**src/rtl/shalu_pkg.sv**
```systemverilog
// Package: shared encodings for the shifter-ALU.
// Assumes flags are carried as a 4-bit vector {N,Z,C,V}.
package shalu_pkg;

    typedef enum logic [1:0] {
        SH_LSL = 2'd0,
        SH_LSR = 2'd1,
        SH_ASR = 2'd2,
        SH_ROR = 2'd3
    } shift_kind_e;

    typedef enum logic [2:0] {
        OP_AND = 3'd0,
        OP_ORR = 3'd1,
        OP_EOR = 3'd2,
        OP_MOV = 3'd3,
        OP_ADD = 3'd4,
        OP_ADC = 3'd5,
        OP_SUB = 3'd6,
        OP_MVN = 3'd7
    } alu_op_e;

    localparam int FLAG_N = 3;
    localparam int FLAG_Z = 2;
    localparam int FLAG_C = 1;
    localparam int FLAG_V = 0;

    // True for opcodes that go through the adder
    function automatic logic op_is_arith(alu_op_e op);
        return (op == OP_ADD) || (op == OP_ADC) || (op == OP_SUB);
    endfunction

endpackage

```
**src/rtl/shift_unit.sv**
```systemverilog
// Barrel shifter with carry-out.
// Does: left/right logical, right arithmetic, rotate, and rotate-through-carry
// for an immediate rotate of zero. Assumes W is a power of two and W fits in
// AMT_W bits; the count is unsigned.
module shift_unit
    import shalu_pkg::*;
#(
    parameter int W     = 32,
    parameter int AMT_W = 8,
    parameter int IMM_W = 5
) (
    input  logic [W-1:0]     x,
    input  shift_kind_e      kind,
    input  logic [AMT_W-1:0] amt_reg,
    input  logic [IMM_W-1:0] amt_imm,
    input  logic             use_reg,
    input  logic             c_in,
    output logic [W-1:0]     y,
    output logic             c_out
);
    localparam int RW = $clog2(W);

    logic [AMT_W-1:0] amt;
    logic             rrx;
    logic [W:0]       lsl_ext;
    logic [W:0]       lsr_ext;
    logic [AMT_W-1:0] asr_amt;
    logic [W:0]       asr_ext;
    logic [W-1:0]     rot [0:RW];

    // Select the count source and spot the rotate-through-carry case
    always_comb begin
        amt = use_reg ? amt_reg : AMT_W'(amt_imm);
        rrx = !use_reg && (kind == SH_ROR) && (amt_imm == '0);
    end

    // Widened logical and saturated arithmetic shifts; the extra bit holds carry
    always_comb begin
        lsl_ext = {1'b0, x} << amt;
        lsr_ext = {x, 1'b0} >> amt;
        asr_amt = (amt > AMT_W'(W)) ? AMT_W'(W) : amt;
        asr_ext = $unsigned($signed({x, 1'b0}) >>> asr_amt);
    end

    // Log-depth rotator: stage k rotates by 2**k when count bit k is set
    assign rot[0] = x;
    for (genvar k = 0; k < RW; k++) begin : g_rot
        localparam int SH = 1 << k;
        assign rot[k+1] = amt[k] ? {rot[k][SH-1:0], rot[k][W-1:SH]} : rot[k];
    end

    // Final selection of value and carry-out
    always_comb begin
        y     = x;
        c_out = c_in;
        if (amt == '0) begin
            if (rrx) begin
                y     = {c_in, x[W-1:1]};
                c_out = x[0];
            end
        end else begin
            unique case (kind)
                SH_LSL: begin y = lsl_ext[W-1:0]; c_out = lsl_ext[W]; end
                SH_LSR: begin y = lsr_ext[W:1];   c_out = lsr_ext[0]; end
                SH_ASR: begin y = asr_ext[W:1];   c_out = asr_ext[0]; end
                SH_ROR: begin y = rot[RW];        c_out = rot[RW][W-1]; end
                default: begin y = x; c_out = c_in; end
            endcase
        end
    end

    // Guard: rotate carry agrees with the rotated value, and wide logical shifts clear everything
    always_comb begin
        if (kind == SH_ROR && amt != '0) begin

            ror_carry_chk: assert (c_out == y[W-1])
                else $error("rotate carry differs from bit %0d", W-1);
        end
        if ((kind == SH_LSL || kind == SH_LSR) && amt > AMT_W'(W)) begin

            wide_shift_chk: assert (y == '0 && !c_out)
                else $error("logical shift beyond width left residue");
        end
        if (kind == SH_ASR && amt >= AMT_W'(W)) begin

            asr_fill_chk: assert (c_out == x[W-1] && (y == '0 || y == '1))
                else $error("arithmetic shift beyond width not sign-filled");
        end
    end
endmodule

```
**src/rtl/logic_unit.sv**
```systemverilog
// Bitwise unit: AND, OR, XOR, move, move-inverted of a with shifted b.
// Assumes the caller ignores its output for arithmetic opcodes.
module logic_unit
    import shalu_pkg::*;
#(
    parameter int W = 32
) (
    input  logic [W-1:0] a,
    input  logic [W-1:0] b,
    input  alu_op_e      op,
    output logic [W-1:0] y
);
    // Per-opcode bitwise selection
    always_comb begin
        unique case (op)
            OP_AND:  y = a & b;
            OP_ORR:  y = a | b;
            OP_EOR:  y = a ^ b;
            OP_MVN:  y = ~b;
            default: y = b;
        endcase
    end
endmodule

```
**src/rtl/adder_unit.sv**
```systemverilog
// Adder for add, add-with-carry and subtract, with carry and overflow.
// Subtract is done as a plus inverted b plus one. Assumes op is arithmetic
// whenever its outputs are used.
module adder_unit
    import shalu_pkg::*;
#(
    parameter int W = 32
) (
    input  logic [W-1:0] a,
    input  logic [W-1:0] b,
    input  alu_op_e      op,
    input  logic         c_in,
    output logic [W-1:0] y,
    output logic         c_out,
    output logic         v_out
);
    logic [W-1:0] b_eff;
    logic         cin_eff;
    logic [W:0]   sum;

    // Pick operand polarity and carry-in per opcode
    always_comb begin
        b_eff   = (op == OP_SUB) ? ~b : b;
        cin_eff = (op == OP_SUB) ? 1'b1 : ((op == OP_ADC) ? c_in : 1'b0);
    end

    // One wide add; top bit is carry-out, signs give overflow
    always_comb begin
        sum   = {1'b0, a} + {1'b0, b_eff} + {{W{1'b0}}, cin_eff};
        y     = sum[W-1:0];
        c_out = sum[W];
        v_out = (a[W-1] == b_eff[W-1]) && (sum[W-1] != a[W-1]);
    end

    // Guard: subtracting a value from itself gives zero with no borrow
    always_comb begin
        if (op == OP_SUB && a == b) begin

            sub_self_chk: assert (y == '0 && c_out && !v_out)
                else $error("self subtraction wrong");
        end
        if (op == OP_ADD && b == '0) begin

            add_zero_chk: assert (y == a && !c_out && !v_out)
                else $error("adding zero changed flags or value");
        end
    end
endmodule

```
**src/rtl/flag_unit.sv**
```systemverilog
// Next-flag logic: N and Z from the result, C and V from the source picked by
// the opcode class, all held when set_flags is low. Flags are {N,Z,C,V}.
module flag_unit
    import shalu_pkg::*;
#(
    parameter int W = 32
) (
    input  logic [W-1:0] res,
    input  logic         is_arith,
    input  logic         sh_c,
    input  logic         add_c,
    input  logic         add_v,
    input  logic         set_flags,
    input  logic [3:0]   flags_in,
    output logic [3:0]   flags_out
);
    // Compute or hold the four flags
    always_comb begin
        flags_out = flags_in;
        if (set_flags) begin
            flags_out[FLAG_N] = res[W-1];
            flags_out[FLAG_Z] = (res == '0);
            flags_out[FLAG_C] = is_arith ? add_c : sh_c;
            flags_out[FLAG_V] = is_arith ? add_v : flags_in[FLAG_V];
        end
    end

    // Guard: hold behaviour and bitwise-class carry/overflow sources
    always_comb begin
        if (!set_flags) begin

            flag_hold_chk: assert (flags_out == flags_in)
                else $error("flags moved with set_flags low");
        end
        if (set_flags && !is_arith) begin

            logic_cv_chk: assert (flags_out[FLAG_V] == flags_in[FLAG_V] && flags_out[FLAG_C] == sh_c)
                else $error("bitwise op took wrong C/V source");
        end
    end
endmodule

```
**src/rtl/shifter_alu.sv**
```systemverilog
// Top: shifter feeding a bitwise unit and an adder, then flag update.
// Purely combinational. Assumes W is a power of two not above 2**AMT_W - 1.
module shifter_alu
    import shalu_pkg::*;
#(
    parameter int W     = 32,
    parameter int AMT_W = 8,
    parameter int IMM_W = 5
) (
    input  logic [W-1:0]     opnd_a,
    input  logic [W-1:0]     opnd_b,
    input  logic [1:0]       shift_kind,
    input  logic [IMM_W-1:0] shamt_imm,
    input  logic [W-1:0]     shamt_reg,
    input  logic             amt_from_reg,
    input  logic [2:0]       opcode,
    input  logic [3:0]       flags_in,
    input  logic             set_flags,
    output logic [W-1:0]     result,
    output logic [3:0]       flags_out
);
    alu_op_e      op;
    shift_kind_e  kind;
    logic [W-1:0] sh_y;
    logic         sh_c;
    logic [W-1:0] log_y;
    logic [W-1:0] add_y;
    logic         add_c;
    logic         add_v;
    logic         arith;
    logic         amt_hi_unused;

    // Decode raw port codes into package types
    always_comb begin
        op    = alu_op_e'(opcode);
        kind  = shift_kind_e'(shift_kind);
        arith = op_is_arith(op);
    end

    assign amt_hi_unused = ^shamt_reg[W-1:AMT_W];

    shift_unit #(.W(W), .AMT_W(AMT_W), .IMM_W(IMM_W)) u_shift (
        .x       (opnd_b),
        .kind    (kind),
        .amt_reg (shamt_reg[AMT_W-1:0]),
        .amt_imm (shamt_imm),
        .use_reg (amt_from_reg),
        .c_in    (flags_in[FLAG_C]),
        .y       (sh_y),
        .c_out   (sh_c)
    );

    logic_unit #(.W(W)) u_logic (
        .a  (opnd_a),
        .b  (sh_y),
        .op (op),
        .y  (log_y)
    );

    adder_unit #(.W(W)) u_add (
        .a     (opnd_a),
        .b     (sh_y),
        .op    (op),
        .c_in  (flags_in[FLAG_C]),
        .y     (add_y),
        .c_out (add_c),
        .v_out (add_v)
    );

    // Route the class-appropriate value to the result
    always_comb begin
        result = arith ? add_y : log_y;
    end

    flag_unit #(.W(W)) u_flags (
        .res       (result),
        .is_arith  (arith),
        .sh_c      (sh_c),
        .add_c     (add_c),
        .add_v     (add_v),
        .set_flags (set_flags),
        .flags_in  (flags_in),
        .flags_out (flags_out)
    );

    // Guard: N and Z track the result port when flags update
    always_comb begin
        if (set_flags) begin

            nz_track_chk: assert (flags_out[FLAG_N] == result[W-1] && (flags_out[FLAG_Z] == (result == '0)))
                else $error("N/Z disagree with result");
        end
    end
endmodule

```
**config.mk**
```make
export PLATFORM = sky130hd
export DESIGN_NAME = shifter_alu
export DESIGN_NICKNAME = d
export VERILOG_FILES = /design/src/rtl/shalu_pkg.sv /design/src/rtl/shift_unit.sv /design/src/rtl/logic_unit.sv /design/src/rtl/adder_unit.sv /design/src/rtl/flag_unit.sv /design/src/rtl/shifter_alu.sv
export SDC_FILE = /design/constraint.sdc
export NUM_CORES = 1
export LEC_CHECK = 0
export ABC_AREA = 1
export BUFFER_PORTS_ARGS = -buffer_cell sky130_fd_sc_hd__buf_2
export CORE_UTILIZATION = 53
export DETAILED_ROUTE_END_ITERATION = 6
export GPL_TIMING_DRIVEN = 0
export PLACE_DENSITY = 0.79
export SYNTH_ARGS = -nofsm -noshare
export SYNTH_HDL_FRONTEND = slang
export SYNTH_SLANG_ARGS = --single-unit
export TNS_END_PERCENT = 30
```
**constraint.sdc**
```tcl
create_clock -name vclk -period 10.9
set_input_delay 1.09 -clock vclk [all_inputs]
set_output_delay 1.09 -clock vclk [all_outputs]
set_load 0.01 [all_outputs]
```
# After elaboration in Yosys (flattened, before gate mapping)
# Index checks and enable logic that the tools add are counted.
[word_totals]
out_inout_bits = 36
elab_cells = 53
reg_bits = 0
input_bits = 112
[classes]
n_bitwise = 4
eq_ne = 11
add_sub_neg = 2
n_mux = 21
n_shift = 3
order_cmp = 1
n_reduce_logical = 11
[ops]
columns = ["cell", "n"]
rows = [
  ["$mux 32", 9],
  ["$pmux 32 s4", 2],
  ["$add 32x32->33", 1],
  ["$add 33x1->33", 1],
  ["$shl 32x8->33", 1],
  ["$shr 33x8->33", 1],
  ["$sshr 33x8->33", 1],
  ["$and 32x32->32", 1],
  ["$logic_not 32->1", 1],
  ["$not 32->32", 1],
  ["$or 32x32->32", 1],
  ["$xor 32x32->32", 1],
  ["$mux 8", 2],
  ["$eq 3x3->1 const B", 4],
  ["$gt 8x6->1 const B", 1],
  ["$logic_not 8->1", 1],
  ["$mux 1", 6],
  ["$logic_not 5->1", 1],
  ["$eq 2x2->1 const B", 2],
  ["$mux 4", 1],
  ["$pmux 1 s4", 1],
  ["$eq 3x1->1 const B", 1],
  ["$eq 3x2->1 const B", 1],
  ["$logic_and 1x1->1", 3],
  ["other kinds (7)", 8],
]

# Longest topological paths before layout
[logic_depth]
ltp_word = 16
mapped_depth = 46
ltp_nobuf = 44

# By module
# A second synthesis with hierarchy kept.
[hier_totals]
hier_cells = 2690
area_unflattened_um2 = 13296.5
[by_module_without_submodules]
columns = ["module", "cells_per_inst", "seq_area_each_um2", "area_each_um2", "n_inst"]
rows = [
  ["shift_unit", 1580, 0.0, 7337.0, 1],
  ["adder_unit", 475, 0.0, 2652.5, 1],
  ["logic_unit", 486, 0.0, 2575.0, 1],
  ["shifter_alu", 109, 0.0, 551.8, 1],
  ["flag_unit", 40, 0.0, 180.2, 1],
]

# Worst setup path after synthesis
# Ideal clock, no wire load.
[synth_path]
path_kind = "input -> output"
start = "input amt_from_reg"
end = "output flags_out[2]"
path_buffers = 2
slack_ns = 4.166
arrival_time_ns = 5.644
stages = 45
t_required_ns = 9.810
path_cell_list = "inv_1 nand2_1 nand2_2 nand2_4 nor2_2 nand2_2 nand2_4 buf_12 nand2_8 buf_6 nand2_2 nand3_2 nand3_2 nand3_1 nand3_1 nand3_1 nand3_1 nand2_1 [9 not listed] o21a_1 o21ai_0 a31oi_1 o21ai_0 nand2_1 nand2_1 nand2_1 nand2_1 nand2_1 nand2_1 nor2_1 a21oi_1 nand2_1 nor2_1 nand2_1 nor2_1 nand3_1 nand2_1"
[synth_via]
elab_chain_len = 15
word_cells_on_any_way = 29
cone_classes = "add/sub (2); order compare (1); shift (3); mux (14); bitwise (4); reduce/logical (5)"
[synth_lines]
columns = ["item", "line_no", "source"]
rows = [
  ["start, declared", "shifter_alu.sv:15", "input logic amt_from_reg,"],
  ["parallel branches: the longest is 7 deep, another holds $gt 8x6->1", "n/a", ""],
  ["$mux 32 *", "shift_unit.sv:56", "if (amt == '0) begin"],
  ["$not 32->32", "logic_unit.sv:19, adder_unit.sv:23", ""],
  ["$mux 32", "adder_unit.sv:23", "b_eff = (op == OP_SUB) ? ~b : b;"],
  ["$add 32x32->33", "adder_unit.sv:29", "sum = {1'b0, a} + {1'b0, b_eff} + {{W{1'b0}}, cin_eff};"],
  ["$add 33x1->33", "adder_unit.sv:29", ""],
  ["$mux 32 *", "shifter_alu.sv:72", "result = arith ? add_y : log_y;"],
  ["$logic_not 32->1 *", "flag_unit.sv:22", "flags_out[FLAG_Z] = (res == '0);"],
  ["$mux 4 *", "flag_unit.sv:20", "if (set_flags) begin"],
  ["end, declared", "shifter_alu.sv:20", "output logic [3:0] flags_out"],
]
# Every way passes the cells marked *.

# Worst setup path after layout
# Same ends and word-level chain as after synthesis.

==> results.cfg <==
[synth]
synth_xor_area_frac = 0.0266
synth_warnings = 0
synth-compound-area-share = 0.270
synth.distinct_cells = 57
synth_top_family_by_area = simple AND/OR/NAND/NOR gates
yosysSeqAreaShare = 0
muxShareOfSynthArea = 0.00410
synthCells = 2400
synth_nets = 2609
synth_area_sq_mm = 0.0122
synth-adder-area-share = 0.101
yosys.area_share.simple = 0.454
postSynthAreaPerCell_sq_um = 5.08

[floorplan]
num_rows = 55
core_area_sq_mm = 0.0226
die_x_um = 154
ios = 148
die_area_sq_mm = 0.0236
die_h_um = 154
start_util = 0.539

[routing]
drt_pass1_iterations = 7
antenna_left = 0
via_count = 18166
detail_route.wl_per_cell_um = 21.9
drtIter0Drc = 2787
routed_wl_mm = 61.6
via_per_inst = 6.47
drc_errors = 0

[final_layout]
nets = 2735
post-route-util = 0.582
antenna_cells = 0
final_cell_mix = nand2_1 (714), nand3_1 (327), o21ai_0 (283)
final-seq-area_sq_um = 0
drive_gt1_frac = 0.119
final_common_cell = nand2_1
nFillCells = 2455
clkbuf_count = 0
seq_cells = 0
syn_to_final_growth_pct = 8.01

[timing]
maxSlewHeadroom = 0.122
fin_tns_setup_ps = 0
fmax_ghz = 0.110
worstMarginPinSlew_ps = 1310
setup-violations-final = 0
period_needed_ps = 9080
final-max-slew-violation-count = 0
final.setup.worst_slack_ps = 1820
hold_viol_final = 0
fin_crit_sh = 0.833
rsz0062_at_grt = no

[place]
io_buffers = 124
place_ws_ps = 2440
hpwlAfterDp_mm = 50.6
gp_congestion = 1.22

[worst_hold_path]
hp-class = in2out

[power]
irDropWorstVdd_mv = 0.0615
powerDensity_mw_per_mm2 = 84.9
p_leak_uw = 0.00694

[global_route]
antenna_found_initial = 0
grt_pass1_wl_mm = 92.7
grt_overflow_total = 0
grt_use_total = 0.506
grt_pass1_vias = 16192
grt_max_degree = 11

[worst_setup_path]
cp-end-kind = primary output
crit_arrival_ps = 7990
worst-path-max-fanout = 10
slowest_delay_ps = 560
worst_path_most_repeated_cell = nand2_1
cpLargestDelayFamily = compound AO/OA/AOI/OAI gates
crit_slowest_cell = o21ai_1
cp_data_required_time_ps = 9810
worst-setup-path-type = in2out
cp-start-kind = input port
crit_buf_inv = 7

[flow_run]
max_cap_viol_count = 0

[run_status]
status = completed

[cts]
hold_buffers = 0
postCtsSetupBuffers = 0
cts_resized = 0
-- stage by stage --
step | std cells | cell area [sq um] | hold slack [ps] | total power [uW]
global placement | 2809 | 13200 | 2460 | 1040
global route | 2809 | 13200 | 2490 | 1210
detailed placement | 2809 | 13200 | 2460 | 1060
finish | 2809 | 13200 | 2470 | 1120
floorplan | 2400 | 12200 | 2300 | 726
CTS | 2809 | 13200 | 2470 | 1060
-- worst min-delay path: stages --
cell	delay, ps
buf_2	70
nand2_1	40
nand2_1	50
buf_2	120
-- per-layer routing --
layer	share of wire	routed length [um]	track usage
met1	0.38	23500	0.660
met5	0	0	0
met3	0.16	9610	0.149
met4	0.070	4320	0.298
met2	0.39	24200	0.734
-- cell usage after synthesis (all sizes together) (10+ instances only) --
library cell / instances / area (sq um)
a211oi: 36 / 270
a21oi: 143 / 753
a31oi: 15 / 93.8
buf: 90 / 542
clkbuf: 58 / 221
ha: 95 / 1190
inv: 264 / 991
nand2: 763 / 3050
nand3: 345 / 1820
nor2: 119 / 472
nor3: 10 / 50.1
o211ai: 20 / 150
o21a: 15 / 113
o21ai: 309 / 1550
o22ai: 17 / 106
xor2: 34 / 298
-- where the power goes --
| part | switching (uW) | internal, uW |
|---|---|---|
| combinational | 777 | 342 |
| clock | 0 | 0 |
| sequential | 0 | 0 |
-- cell type report --
cell class	count	area, sq um	share of cell area
Inverter	266	998	0.0758
Tap cell	285	357	0.0271
Timing Repair Buffer	124	621	0.0471
Multi-Input combinational cell	1986	10400	0.792
Buffer	148	763	0.0579
-- final timing paths --
kind,from,endpoint,slack (ps),depth (start not counted)
worst min-delay path,flags_in[2],flags_out[2],2470,4
worst max-delay path,amt_from_reg,flags_out[2],1820,44
-- kinds of logic after synthesis --
group	count (synthesis)
buffers and inverters	414
adder cells (fa/ha/maj)	97
multiplexers	5
AO/OA/AOI/OAI	586
XOR/XNOR	37
AND/OR/NAND/NOR	1261
Power figures use the tool's default switching activity.
